### config.mk
export PLATFORM = sky130hd
export DESIGN_NAME = pcm_compander
export DESIGN_NICKNAME = d
export VERILOG_FILES = /design/src/rtl/pcm_law_pkg.sv /design/src/rtl/pcm_mode_ctl.sv /design/src/rtl/pcm_encoder.sv /design/src/rtl/pcm_decoder.sv /design/src/rtl/pcm_compander.sv
export SDC_FILE = /design/constraint.sdc
export NUM_CORES = 1
export LEC_CHECK = 0
export ABC_AREA = 1
export BUFFER_PORTS_ARGS = -buffer_cell sky130_fd_sc_hd__clkbuf_2
export CAP_MARGIN = 15
export CORE_MARGIN = 2
export CORE_UTILIZATION = 40
export DETAILED_ROUTE_END_ITERATION = 8
export GPL_ROUTABILITY_DRIVEN = 1
export PLACE_DENSITY = 0.64
export SYNTH_ARGS = -nofsm -noshare
export SYNTH_HDL_FRONTEND = slang
export SYNTH_HIERARCHICAL = 1
export SYNTH_SLANG_ARGS = --single-unit
### constraint.sdc
create_clock -name clk -period 3.2 [get_ports clk]
set_input_delay 0.16 -clock clk [delete_from_list [all_inputs] [get_ports clk]]
set_output_delay 0.16 -clock clk [all_outputs]
set_load 0.05 [all_outputs]
### src/rtl/pcm_law_pkg.sv
package pcm_law_pkg;

  localparam int SAMPLE_W = 16;
  localparam int CODE_W   = 8;
  localparam int SEG_W    = 3;
  localparam int STEP_W   = 4;
  localparam int MU_MAG_W = SAMPLE_W - 2;
  localparam int A_MAG_W  = SAMPLE_W - 4;
  localparam int MU_BIAS  = 33;
  localparam int MU_CLIP  = 8158;
  localparam int A_SEG1   = 32;

  typedef enum logic [1:0] {
    LAW_MU     = 2'b00,
    LAW_A      = 2'b01,
    LAW_SM     = 2'b10,
    LAW_MU_ALT = 2'b11
  } law_e;

  localparam logic [CODE_W-1:0] A_EVEN_MASK = 8'h55;
  localparam logic [CODE_W-1:0] SM_MASK     = 8'h7F;

  function automatic law_e law_norm(input logic [1:0] raw);
    law_e r;
    case (raw)
      2'b01:   r = LAW_A;
      2'b10:   r = LAW_SM;
      default: r = LAW_MU;
    endcase
    return r;
  endfunction

  function automatic logic [CODE_W-1:0] mu_encode(input logic [SAMPLE_W-1:0] s);
    logic                neg;
    logic [MU_MAG_W-1:0] x;
    logic [MU_MAG_W:0]   mag;
    logic [MU_MAG_W-2:0] biased;
    logic [MU_MAG_W-2:0] sh;
    logic [SEG_W-1:0]    seg;
    neg = s[SAMPLE_W-1];
    x   = s[SAMPLE_W-1:2];
    mag = neg ? ((MU_MAG_W+1)'(0) - {x[MU_MAG_W-1], x}) : {1'b0, x};
    if (mag > (MU_MAG_W+1)'(MU_CLIP)) mag = (MU_MAG_W+1)'(MU_CLIP);
    biased = (MU_MAG_W-1)'(mag + (MU_MAG_W+1)'(MU_BIAS));
    seg = '0;
    for (int p = 5; p < MU_MAG_W - 1; p++) begin
      if (biased[p]) seg = SEG_W'(p - 5);
    end
    sh = biased >> ({1'b0, seg} + 4'd1);
    return {~neg, ~seg, ~sh[STEP_W-1:0]};
  endfunction

  function automatic logic [CODE_W-1:0] a_encode(input logic [SAMPLE_W-1:0] s);
    logic               neg;
    logic [A_MAG_W:0]   x;
    logic [A_MAG_W-1:0] mag;
    logic [A_MAG_W-1:0] sh;
    logic [SEG_W-1:0]   seg;
    logic [STEP_W-1:0]  step;
    neg = s[SAMPLE_W-1];
    x   = s[SAMPLE_W-1:3];
    mag = neg ? ~x[A_MAG_W-1:0] : x[A_MAG_W-1:0];
    seg = '0;
    if (mag < A_MAG_W'(A_SEG1)) begin
      step = mag[4:1];
    end else begin
      for (int p = 5; p < A_MAG_W; p++) begin
        if (mag[p]) seg = SEG_W'(p - 4);
      end
      sh   = mag >> seg;
      step = sh[STEP_W-1:0];
    end
    return {~neg, seg, step} ^ A_EVEN_MASK;
  endfunction

  function automatic logic [SAMPLE_W-1:0] mu_decode(input logic [CODE_W-1:0] b);
    logic [CODE_W-1:0]   u;
    logic [SAMPLE_W-1:0] t;
    u = ~b;
    t = ({12'd0, u[3:0]} << 3) + SAMPLE_W'(4 * MU_BIAS);
    t = t << u[6:4];
    return u[7] ? (SAMPLE_W'(4 * MU_BIAS) - t) : (t - SAMPLE_W'(4 * MU_BIAS));
  endfunction

  function automatic logic [SAMPLE_W-1:0] a_decode(input logic [CODE_W-1:0] b);
    logic [CODE_W-1:0]   a;
    logic [SAMPLE_W-1:0] base;
    logic [SAMPLE_W-1:0] t;
    a    = b ^ A_EVEN_MASK;
    base = {12'd0, a[3:0]} << 4;
    if (a[6:4] == 3'd0) t = base + 16'd8;
    else                t = (base + 16'd264) << (a[6:4] - 3'd1);
    return a[7] ? t : (SAMPLE_W'(0) - t);
  endfunction

endpackage

### src/rtl/pcm_mode_ctl.sv
module pcm_mode_ctl
  import pcm_law_pkg::*;
(
  input  logic       clk,
  input  logic       rst_n,
  input  logic [1:0] law_sel,
  input  logic       boundary,
  output law_e       mode_eff,
  output law_e       mode_q
);

  law_e req;

  always_comb begin
    req      = law_norm(law_sel);
    mode_eff = boundary ? req : mode_q;
  end

  always_ff @(posedge clk or negedge rst_n) begin
    if (!rst_n)        mode_q <= LAW_MU;
    else if (boundary) mode_q <= req;
  end

endmodule

### src/rtl/pcm_encoder.sv
module pcm_encoder
  import pcm_law_pkg::*;
#(
  parameter int SW = SAMPLE_W,
  parameter int CW = CODE_W
) (
  input  logic          clk,
  input  logic          rst_n,
  input  law_e          mode,
  input  logic          valid_i,
  input  logic [SW-1:0] sample_i,
  output logic          valid_o,
  output logic [CW-1:0] byte_o
);

  logic [CW-1:0] code_mu;
  logic [CW-1:0] code_a;
  logic [CW-1:0] code_sel;

  always_comb begin
    code_mu = mu_encode(sample_i);
    code_a  = a_encode(sample_i);
    case (mode)
      LAW_A:   code_sel = code_a;
      LAW_SM:  code_sel = code_mu ^ SM_MASK;
      default: code_sel = code_mu;
    endcase
  end

  always_ff @(posedge clk or negedge rst_n) begin
    if (!rst_n) begin
      valid_o <= 1'b0;
      byte_o  <= '0;
    end else begin
      valid_o <= valid_i;
      if (valid_i) byte_o <= code_sel;
    end
  end

endmodule

### src/rtl/pcm_decoder.sv
module pcm_decoder
  import pcm_law_pkg::*;
#(
  parameter int SW = SAMPLE_W,
  parameter int CW = CODE_W
) (
  input  logic          clk,
  input  logic          rst_n,
  input  law_e          mode,
  input  logic          valid_i,
  input  logic [CW-1:0] byte_i,
  output logic          valid_o,
  output logic [SW-1:0] sample_o
);

  logic [CW-1:0] mu_in;
  logic [SW-1:0] lin_sel;

  always_comb begin
    mu_in = (mode == LAW_SM) ? (byte_i ^ SM_MASK) : byte_i;
    if (mode == LAW_A) lin_sel = a_decode(byte_i);
    else               lin_sel = mu_decode(mu_in);
  end

  always_ff @(posedge clk or negedge rst_n) begin
    if (!rst_n) begin
      valid_o  <= 1'b0;
      sample_o <= '0;
    end else begin
      valid_o <= valid_i;
      if (valid_i) sample_o <= lin_sel;
    end
  end

endmodule

### src/rtl/pcm_compander.sv
module pcm_compander
  import pcm_law_pkg::*;
(
  input  logic        clk,
  input  logic        rst_n,
  input  logic [1:0]  law_sel,
  input  logic        enc_valid_i,
  input  logic [15:0] enc_sample_i,
  output logic        enc_valid_o,
  output logic [7:0]  enc_byte_o,
  input  logic        dec_valid_i,
  input  logic [7:0]  dec_byte_i,
  output logic        dec_valid_o,
  output logic [15:0] dec_sample_o
);

  logic sample_boundary;
  law_e mode_eff;
  law_e mode_q;

  assign sample_boundary = enc_valid_i;

  pcm_mode_ctl i_mode (
    .clk      (clk),
    .rst_n    (rst_n),
    .law_sel  (law_sel),
    .boundary (sample_boundary),
    .mode_eff (mode_eff),
    .mode_q   (mode_q)
  );

  pcm_encoder #(.SW(SAMPLE_W), .CW(CODE_W)) i_enc (
    .clk      (clk),
    .rst_n    (rst_n),
    .mode     (mode_eff),
    .valid_i  (enc_valid_i),
    .sample_i (enc_sample_i),
    .valid_o  (enc_valid_o),
    .byte_o   (enc_byte_o)
  );

  pcm_decoder #(.SW(SAMPLE_W), .CW(CODE_W)) i_dec (
    .clk      (clk),
    .rst_n    (rst_n),
    .mode     (mode_eff),
    .valid_i  (dec_valid_i),
    .byte_i   (dec_byte_i),
    .valid_o  (dec_valid_o),
    .sample_o (dec_sample_o)
  );

endmodule

# After elaboration in Yosys (flattened, before gate mapping)
# Index checks and enable logic that the tools add are counted.
# classes
order_cmp,2
shift,4
n_reduce_logical,1
addsub,10
bitwise,9
eq_ne,4
n_mux,29
# op_table
cell,count
16-bit 2-to-1 mux,5
16-bit by 3-bit left shift with 16-bit output,2
3-bit 2-to-1 mux,10
"1-bit by 16-bit subtractor with 16-bit output, first input constant",1
"16-bit by 8-bit subtractor with 16-bit output, second input constant",1
"8-bit by 16-bit subtractor with 16-bit output, first input constant",1
"15-bit by 13-bit greater-than comparator with 1-bit output, second input constant",1
15-bit 2-to-1 mux,1
"1-bit by 14-bit subtractor with 15-bit output, first input constant",1
7-bit NOT,2
7-bit one-hot mux with 2 select lines,1
"13-bit by 6-bit adder with 13-bit output, second input constant",1
13-bit 2-to-1 mux,1
13-bit by 4-bit right shift with 4-bit output,1
"12-bit by 6-bit less-than comparator with 1-bit output, second input constant",1
12-bit 2-to-1 mux,1
12-bit NOT,1
4-bit NOT,3
12-bit by 3-bit right shift with 4-bit output,1
"8-bit by 9-bit adder with 10-bit output, second input constant",1
2-bit 2-to-1 mux,5
"7-bit by 8-bit adder with 9-bit output, second input constant",1
"8-bit by 4-bit adder with 9-bit output, second input constant",1
8-bit NOT,1
11 further kinds,14
# word_totals
elab_cells,64
register_bits,28
output_inout_bits,26
in_bits,30

# Depth between registers and ports, before layout
# Gate-level depths: netlist (run 1).
# depth
ltp_word,17
ltp_mapped,33

# Modules after synthesis
# The synthesis (run 1) kept the hierarchy.
# by_module_without_submodules
module,area_per_inst_um2,cells_each,instances
pcm_encoder,2329.7,410,1
pcm_decoder,2224.6,393,1
pcm_mode_ctl,86.3,11,1

# Least setup slack after synthesis (run 1)
# OpenSTA, ideal clock, no wires.
# synth_path
path_kind,input port to flip-flop
startpoint,in enc_sample_i[2]
endpoint,reg i_enc.byte_o[1]
arrival_ps,2949
n_path_buf,2
stages,32
path_slack_ps,134
path_cell_list,inv_1 ha_1 nand2_2 nor2_4 nand2_1 nand3_1 nand2_2 nor2_2 nand3_1 nor2_1 nor2_2 buf_6 nand3_1 ha_1 inv_1 nor2_2 nand3_1 nand3_2 nand2_2 nand2_2 inv_2 nand2_2 buf_6 nand3_2 nand2_2 nand2_1 nand2_1 nand2_1 nand2_1 nand2_1 nand2_1 nand2_1
# synth_via
elab_chain_len,17
# synth_rtl
element,line,text
start: declaration,pcm_compander.sv:8,"input logic [15:0] enc_sample_i,"
1-bit by 14-bit subtractor with 15-bit output,pcm_law_pkg.sv:42,"mag = neg ? ((MU_MAG_W+1)'(0) - {x[MU_MAG_W-1], x}) : {1'b0, x};"
15-bit 2-to-1 mux (*),pcm_law_pkg.sv:42,
15-bit by 13-bit greater-than comparator with 1-bit output,pcm_law_pkg.sv:43,if (mag > (MU_MAG_W+1)'(MU_CLIP)) mag = (MU_MAG_W+1)'(MU_CLIP);
13-bit 2-to-1 mux (*),pcm_law_pkg.sv:43,
13-bit by 6-bit adder with 13-bit output (*),pcm_law_pkg.sv:44,biased = (MU_MAG_W-1)'(mag + (MU_MAG_W+1)'(MU_BIAS));
1-bit 2-to-1 mux,pcm_law_pkg.sv:47,if (biased[p]) seg = SEG_W'(p - 5);
2-bit 2-to-1 mux (2 in series),pcm_law_pkg.sv:47,
3-bit 2-to-1 mux (4 in series),pcm_law_pkg.sv:47,
3-bit by 1-bit adder with 4-bit output,pcm_law_pkg.sv:49,"sh = biased >> ({1'b0, seg} + 4'd1);"
13-bit by 4-bit right shift with 4-bit output (*),pcm_law_pkg.sv:49,
4-bit NOT (*),pcm_law_pkg.sv:50,"return {~neg, ~seg, ~sh[STEP_W-1:0]};"
7-bit NOT (no source line),-,
7-bit one-hot mux with 2 select lines (*),pcm_encoder.sv:23,case (mode)
end signal: assignment,pcm_encoder.sv:36,if (valid_i) byte_o <= code_sel;
end: declaration,pcm_encoder.sv:13,output logic [CW-1:0] byte_o
# Every way passes the cells marked *; elsewhere a longest branch is shown, timed or not.
# A chain may end at the register's enable or synchronous reset.

# Worst setup path in the final report (run 1)
# layout_path
startpoint,in enc_sample_i[2]
endpoint,reg i_enc.byte_o[3]
# The elaborated chain is that of the path after synthesis.

==> summary.json, run 1 <==
{
  "rr_startpoint": "i_mode/mode_q[1]",
  "yosys.area.top_type_share": 0.204,
  "tritoncts": "done",
  "core_area_mm2": 0.0114,
  "worst-slew-pin-transition_ps": 700,
  "post_detailed_route_count_of_antenna_violating_nets": 0,
  "finalSetupViolations": 0,
  "yosys.cell_count.top_type": "nand2_1",
  "pin_count": 56,
  "synth_mux_area_frac": 0,
  "worstSkewPairLatency_ps": 260,
  "synth_compound_gate_area_share": 0.161,
  "max_slew_margin": 0.533,
  "ys_dominant_reg_cell": "dfrtp_1",
  "endpoint_of_the_most_critical_register_to_register_path": "i_dec/sample_o[10]",
  "globalRouteMet3Util": 0.0142,
  "design.final.nets": 954,
  "timing.clock.skew_ps": 1.04,
  "layoutNonFillerInstCount": 1053,
  "timing_max_transition_violations_final": 0,
  "max_cap_viol_count": 0,
  "dp.cells": 1047,
  "cp_max_fo": 6,
  "internal_power_mw": 1.03,
  "placementRows": 39,
  "initial_core_utilization": 0.408,
  "finalHoldViolations": 0,
  "synth_area_mm2": 0.00464,
  "cell_type_contributing_the_most_total_cell_area_after_synthesis": "nand2_1",
  "pwr-share-comb": 0.655,
  "die_area_mm2": 0.0125,
  "worst_r2r_path_depth": 16,
  "route.vias.total": 5382,
  "synth-seq-area-share": 0.140,
  "finalWorstPathRequiredPeriod_ps": 2870,
  "data_required_critical_path_ps": 3350,
  "synth_simple_gate_area_frac": 0.522,
  "antennaDiodeCount": 0,
  "port_buffers": 51,
  "max-vdd-ir-drop_mv": 0.430,
  "wire_length_per_cell_um": 12.4,
  "worst_setup_path_end_kind": "flip-flop",
  "worstHoldStart": "enc_valid_i",
  "gp_congestion": 0.878,
  "post_synthesis_cell_type_count": 51,
  "power_switching_share": 0.513,
  "synth_edf_count": 0,
  "globalRoute.busiestLayer": "met2",
  "worst_hold_slack_ps": 169,
  "criticalPathCategory": "in2reg",
  "critical_path.startpoint_type": "input pin",
  "outcome": "completed",
  "grt_pass1_vias": 4686,
  "worst_setup_hold_path_clk_slew_ps": 60,
  "seq_area_um2": 651,
  "detail_route.first_pass.iterations": 5,
  "overall_die_width_um": 112,
  "net-switching-power_mw": 1.08,
  "power_frac_seq": 0.203,
  "tritoncts.num_buffers": 3,
  "gr-usage-met1": 0.313,
  "area_of_the_multi_input_gates_mm2": 0.00354,
  "cellLeakagePower_nw": 2.97,
  "yosys.area_share.xor_xnor": 0.0275,
  "power_frac_clock": 0.143,
  "synth.cells.most_frequent": "nand2_1, nand3_1, nor2_1, inv_1, a21oi_1",
  "final_routed_wirelength_across_all_metal_layers_mm": 13.1,
  "routed_via_density": 5.11,
  "worst_hold_stages": 1,
  "syn-mean-instance-area_um2": 5.70,
  "num-fill-cells": 1254,
  "global_route_wire_length_before_repair_mm": 21.8,
  "cts_sinks": 26,
  "powerDensity_mw_per_mm2": 380,
  "min_delay_worst_endpoint": "i_enc/valid_o",
  "min_period_over_period": 0.898,
  "route.detailed.drc": 0,
  "clock_tree.buffer_depth": 2,
  "grt_usage": 0.204,
  "main_combinational_cell_family_by_area_after_synthesis": "simple AND/OR/NAND/NOR gates",
  "areaGrowthSynthToFinish_pct": 19.8,
  "netlist_instances": 814,
  "tns_setup_ps": 0,
  "grt.met2_usage": 0.313,
  "ys_seq_elements": 26,
  "clock.fmax_mhz": 348,
  "place.detailed.hpwl_mm": 10.8,
  "antenna_found_initial": 0,
  "most_area_consuming_cells_after_synthesis": "nand2_1, dfrtp_1, nand3_1",
  "arrival_ps": 3030,
  "r2r_slack_ps": 440,
  "fp.dieH_um": 112,
  "postSynth.asyncResetShare": 1.00,
  "cts_root_buffer": "clkbuf_16",
  "maximum_number_of_pins_on_one_net_before_global_route_repair": 27,
  "hold_path.class": "in2reg",
  "ctsHtreeMaxLevel": 1,
  "ys.warnings.count": 6,
  "synth_adder_area_share": 0.0350,
  "initialDrtViolationCount": 453,
  "grt-ovfl-total": 0,
  "fraction_of_layout_cells_with_a_size_suffix_above_1": 0.265
}
worst max-delay path by stage:
| stage | start | end | slack (ps) | cells after the start |
|---|---|---|---|---|
| after CTS | enc_sample_i[2] | i_enc/byte_o[0] | 170 | 33 |
| after detailed placement | enc_sample_i[2] | i_enc/byte_o[3] | -110 | 27 |
| after floorplan | enc_sample_i[2] | i_enc/byte_o[1] | 130 | 32 |
| final | enc_sample_i[2] | i_enc/byte_o[3] | 330 | 28 |
| after global routing | enc_sample_i[3] | i_enc/byte_o[0] | -30 | 34 |
| after global placement | enc_sample_i[2] | i_enc/byte_o[0] | -50 | 33 |
worst max-delay path, stage by stage:
cell and delay [ps]:
clkbuf_2 100, inv_2 50, ha_4 250, nand2_1 60, nand2_1 80, nand2_1 70
nor2_2 150, nand3_2 100, nand2_2 100, nand3_1 90, nor2_2 120, nor2_2 40
nand3_1 70, ha_2 210, inv_1 60, nor2_2 120, nand3_2 110, nand3_4 130
buf_12 100, a21oi_4 60, nand2_1 150, inv_2 100, a21oi_1 200, o21ai_2 90
nand3_1 80, nand2_1 50, nand3_1 70, nand2_1 50
timing repair:
| item | 4_1_cts | 5_1_grt |
|---|---|---|
| setup buffers | 0 | 1 |
| endpoints found under the setup margin | 0 | 7 |
| hold endpoints to repair | 26 | 0 |
| resized for setup | 0 | 20 |
| hold buffers | 1 | 0 |
layer usage:
metal / vias to the layer above / share of wire
met3: 16 / 0.054
met1: 2349 / 0.50
li1: 2866 / -
met5: - / 0
met4: 0 / 0.014
met2: 151 / 0.43
through the flow:
step | utilization | total power [mW] | area, um^2 | setup WS (ps)
finish | 0.489 | 2.11 | 5560 | 326
global route | 0.489 | 2.28 | 5560 | -33.3
CTS | 0.481 | 2.10 | 5470 | 172
detailed placement | 0.472 | 1.79 | 5370 | -110
global placement | 0.472 | 1.78 | 5370 | -53.6
floorplan | - | 1.44 | 4640 | 134
cells by family after synthesis:
| group | count (synthesis) |
|---|---|
| AND/OR/NAND/NOR | 521 |
| flip-flops | 26 |
| XOR/XNOR | 12 |
| adder cells (fa/ha/maj) | 13 |
| buffers and inverters | 117 |
| AO/OA/AOI/OAI | 124 |
| other | 1 |
area by class of cell:
type | instances | share of cell area
inverter | 92 | 0.0621
clock buffer | 4 | 0.0160
sequential | 26 | 0.117
multi-input combinational | 672 | 0.636
tap | 143 | 0.0322
timing repair buffer | 116 | 0.136
placed cells by master, fill, tap and decap left out, types with 2 or more instances in the layout:
| master | n |
|---|---|
| nand3_1 | 109 |
| dfrtp_1 | 26 |
| nor2_4 | 3 |
| nand2_1 | 249 |
| nand2_2 | 30 |
| inv_2 | 26 |
| o211ai_1 | 11 |
| or2_2 | 2 |
| buf_4 | 63 |
| o41ai_1 | 4 |
| or3_1 | 2 |
| nand2_4 | 10 |
| xnor2_1 | 6 |
| o21ai_0 | 34 |
| a21oi_1 | 45 |
| xnor2_2 | 2 |
| a221oi_1 | 2 |
| a21oi_2 | 3 |
| nor3_1 | 2 |
| a31oi_1 | 5 |
| clkbuf_2 | 51 |
| nor2_2 | 20 |
| nor2_1 | 67 |
| clkbuf_16 | 3 |
| or2_1 | 2 |
| o21ai_1 | 6 |
| nand3_2 | 12 |
| nand4_1 | 4 |
| xor2_1 | 3 |
| nand3b_1 | 6 |
| conb_1 | 2 |
| o21ai_2 | 3 |
| inv_1 | 66 |
| ha_1 | 11 |
registers in the layout, indices dropped and copies added, names as in the netlist:
signal / cells
i_mode/mode_q: 2
i_dec/valid_o: 1
i_enc/valid_o: 1
i_dec/sample_o: 14
i_enc/byte_o: 8
power by group through the flow:
stage	sequential (mW)	clock (mW)	combinational [mW]
finish	0.428	0.301	1.38
CTS	0.428	0.310	1.36
detailed placement	0.432	0	1.36
global placement	0.430	0	1.35
global route	0.434	0.315	1.53
floorplan	0.642	0	0.799
Power figures use the tool's default switching activity.
==> run 2, diff against run 1 <==
--- a/config.mk
+++ b/config.mk
@@ -13,6 +13,7 @@
 export DETAILED_ROUTE_END_ITERATION = 8
 export GPL_ROUTABILITY_DRIVEN = 1
 export PLACE_DENSITY = 0.64
+export REMOVE_ABC_BUFFERS = 1
 export SYNTH_ARGS = -nofsm -noshare
 export SYNTH_HDL_FRONTEND = slang
 export SYNTH_HIERARCHICAL = 1
==> constraint.sdc (replaced) <==
create_clock -name clk -period 3.2 [get_ports clk]
set_input_delay 0.64 -clock clk [delete_from_list [all_inputs] [get_ports clk]]
set_output_delay 0.64 -clock clk [all_outputs]
set_load 0.05 [all_outputs]
==> run 2 against run 1 <==
  * The flow now finishes with violations (negative setup slack)
  * Routed wire length increased by 9.7%
  * Final cell count increased by 5.2%
  * Sequential share of layout area decreased by 1.7 points
  * Fmax decreased by 17%
  * Via count increased by 4.9%
  * Critical path type unchanged
  * Critical endpoint is now i_enc/byte_o[0]
  * Largest power group unchanged
==> summary.json, run 2 (synthesis gave the netlist of run 1 again) <==
{
  "outcome": "finished with violations",
  "violated_checks": "negative setup slack",
  "ctsHtreeMaxLevel": 1,
  "endpoint_of_the_most_critical_register_to_register_path": "i_dec/sample_o[11]",
  "globalRouteMet3Util": 0.0131,
  "most-common-layout-cells": "nand2_1, buf_4, nand3_1",
  "tritoncts.num_buffers": 3,
  "criticalPathCategory": "in2reg",
  "route.detailed.drc": 0,
  "worst_setup_path_end_kind": "flip-flop",
  "worst-slew-pin-transition_ps": 683,
  "grt-ovfl-total": 0,
  "overall_die_width_um": 112,
  "powerDensity_mw_per_mm2": 363,
  "gp_congestion": 0.880,
  "placed_cell_area_mm2": 0.00566,
  "final_routed_wirelength_across_all_metal_layers_mm": 14.4,
  "tns_setup_ps": -1250,
  "worstSkewPairLatency_ps": 260,
  "worst_r2r_path_depth": 19,
  "critical_path.startpoint_type": "input pin",
  "data_required_critical_path_ps": 3350,
  "areaGrowthSynthToFinish_pct": 40.5,
  "worst_hold_slack_ps": 407,
  "detailedPlace.worstSlack_ps": -599,
  "largest_register_ffs": 14,
  "antenna_found_initial": 0,
  "global_route_wire_length_before_repair_mm": 23.1,
  "dp.cells": 1085,
  "finalHoldViolations": 0,
  "die_area_mm2": 0.0125,
  "rr_startpoint": "i_mode/mode_q[1]",
  "rsz0062_at_grt": "yes",
  "antennaDiodeCount": 0,
  "largest_regs": "i_dec/sample_o: 14 flops, i_enc/byte_o: 8 flops, i_mode/mode_q: 2 flops",
  "maximum_number_of_pins_on_one_net_before_global_route_repair": 27,
  "cellLeakagePower_nw": 3.40,
  "arrival_ps": 3600,
  "worst_setup_hold_path_clk_slew_ps": 60,
  "cts_root_buffer": "clkbuf_16",
  "max-vdd-ir-drop_mv": 0.504,
  "tritoncts": "done",
  "finalSetupViolations": 7,
  "num-fill-cells": 1066,
  "hold_path.class": "in2async",
  "max_slew_margin": 0.544,
  "top_register": "i_dec/sample_o",
  "initial_core_utilization": 0.408,
  "design_area_mm2": 0.00652,
  "initialDrtViolationCount": 393,
  "clock.fmax_mhz": 290,
  "timing_max_transition_violations_final": 0,
  "grt.met2_usage": 0.365,
  "post_detailed_route_count_of_antenna_violating_nets": 0,
  "r2r_slack_ps": 580,
  "detail_route.first_pass.iterations": 4,
  "seq_area_um2": 651,
  "placementRows": 39,
  "clock_tree.buffer_depth": 2,
  "cp_slowest_stage_delay_ps": 250,
  "layout_setup_ws_ps": -253,
  "globalRoute.busiestLayer": "met2",
  "design_power_total_mw": 2.37,
  "layout.cells.most_common": "nand2_1",
  "area_of_the_multi_input_gates_mm2": 0.00398,
  "setup.worst_path.start": "enc_sample_i[8]",
  "core_area_mm2": 0.0114,
  "place.detailed.hpwl_mm": 11.0,
  "critPathMostFrequentCell": "nand3_2",
  "layoutNonFillerInstCount": 1108,
  "cp_max_fo": 6,
  "gr-usage-met1": 0.299,
  "utilization": 0.574,
  "grt_pass1_vias": 5120,
  "wire_length_per_cell_um": 13.0,
  "setup.worst_path.end": "i_enc/byte_o[0]",
  "worst_path_max_delay_cell": "nor2_1",
  "routed_via_density": 5.10,
  "grt_usage": 0.213,
  "holdBufCountCts": 0,
  "fp.dieH_um": 112,
  "port_buffers": 51,
  "design.final.nets": 1009,
  "min_period_over_period": 1.08,
  "finalWorstPathRequiredPeriod_ps": 3450,
  "timing.clock.skew_ps": 2.44,
  "cts_sinks": 26,
  "pin_count": 56,
  "route.vias.total": 5648,
  "fraction_of_layout_cells_with_a_size_suffix_above_1": 0.378,
  "max_cap_viol_count": 0
}
==> run 2: changes by cell type in the layout (fill, tap and decap cells not counted), sizes merged <==
cell         change
clkbuf           -3
buf             +58
bufinv           +1
dlygate4sd3      -1
==> run 2: repair_timing <==
item	4_1_cts	5_1_grt
gates resized for setup	62	85
endpoints found under the setup margin	7	9
pin swaps	36	64
gates cloned	0	1
setup buffers	9	9
==> run 2: worst min path at each step <==
stage,slack [ps],to,from,cells past startpoint
after floorplan,340,i_dec/sample_o[10],rst_n,0
after global placement,460,i_enc/byte_o[3],i_enc/byte_o[3],2
after detailed placement,460,i_enc/byte_o[3],i_enc/byte_o[3],2
after CTS,430,i_enc/valid_o,rst_n,1
after global routing,470,i_enc/byte_o[1],rst_n,1
final,410,i_enc/valid_o,rst_n,1
==> run 2: area by class of cell <==
class / count / area share
multi-input cells: 672 / 0.610
repair buffers: 171 / 0.189
flip-flops and latches: 26 / 0.0998
inverters: 92 / 0.0572
well taps: 143 / 0.0274
clock buffers: 3 / 0.0115
clock inverters: 1 / 0.00460
==> run 2: critical path: cells and delay by family <==
kind                     cells  cell delay, ps
adder cells (fa/ha/maj)      1             200
buffers and inverters        6             530
AND/OR/NAND/NOR             21            2210
==> run 2: per-layer routing <==
metal | part of all wire | vias up
met5 | 0 | -
met4 | 0.015 | 0
met3 | 0.032 | 20
met2 | 0.48 | 117
met1 | 0.48 | 2543
li1 | - | 2968
==> run 2: power breakdown <==
part	internal [mW]	switching, mW
combinational	0.551	1.03
clock	0.249	0.112
sequential	0.391	0.0348
total	1.19	1.18
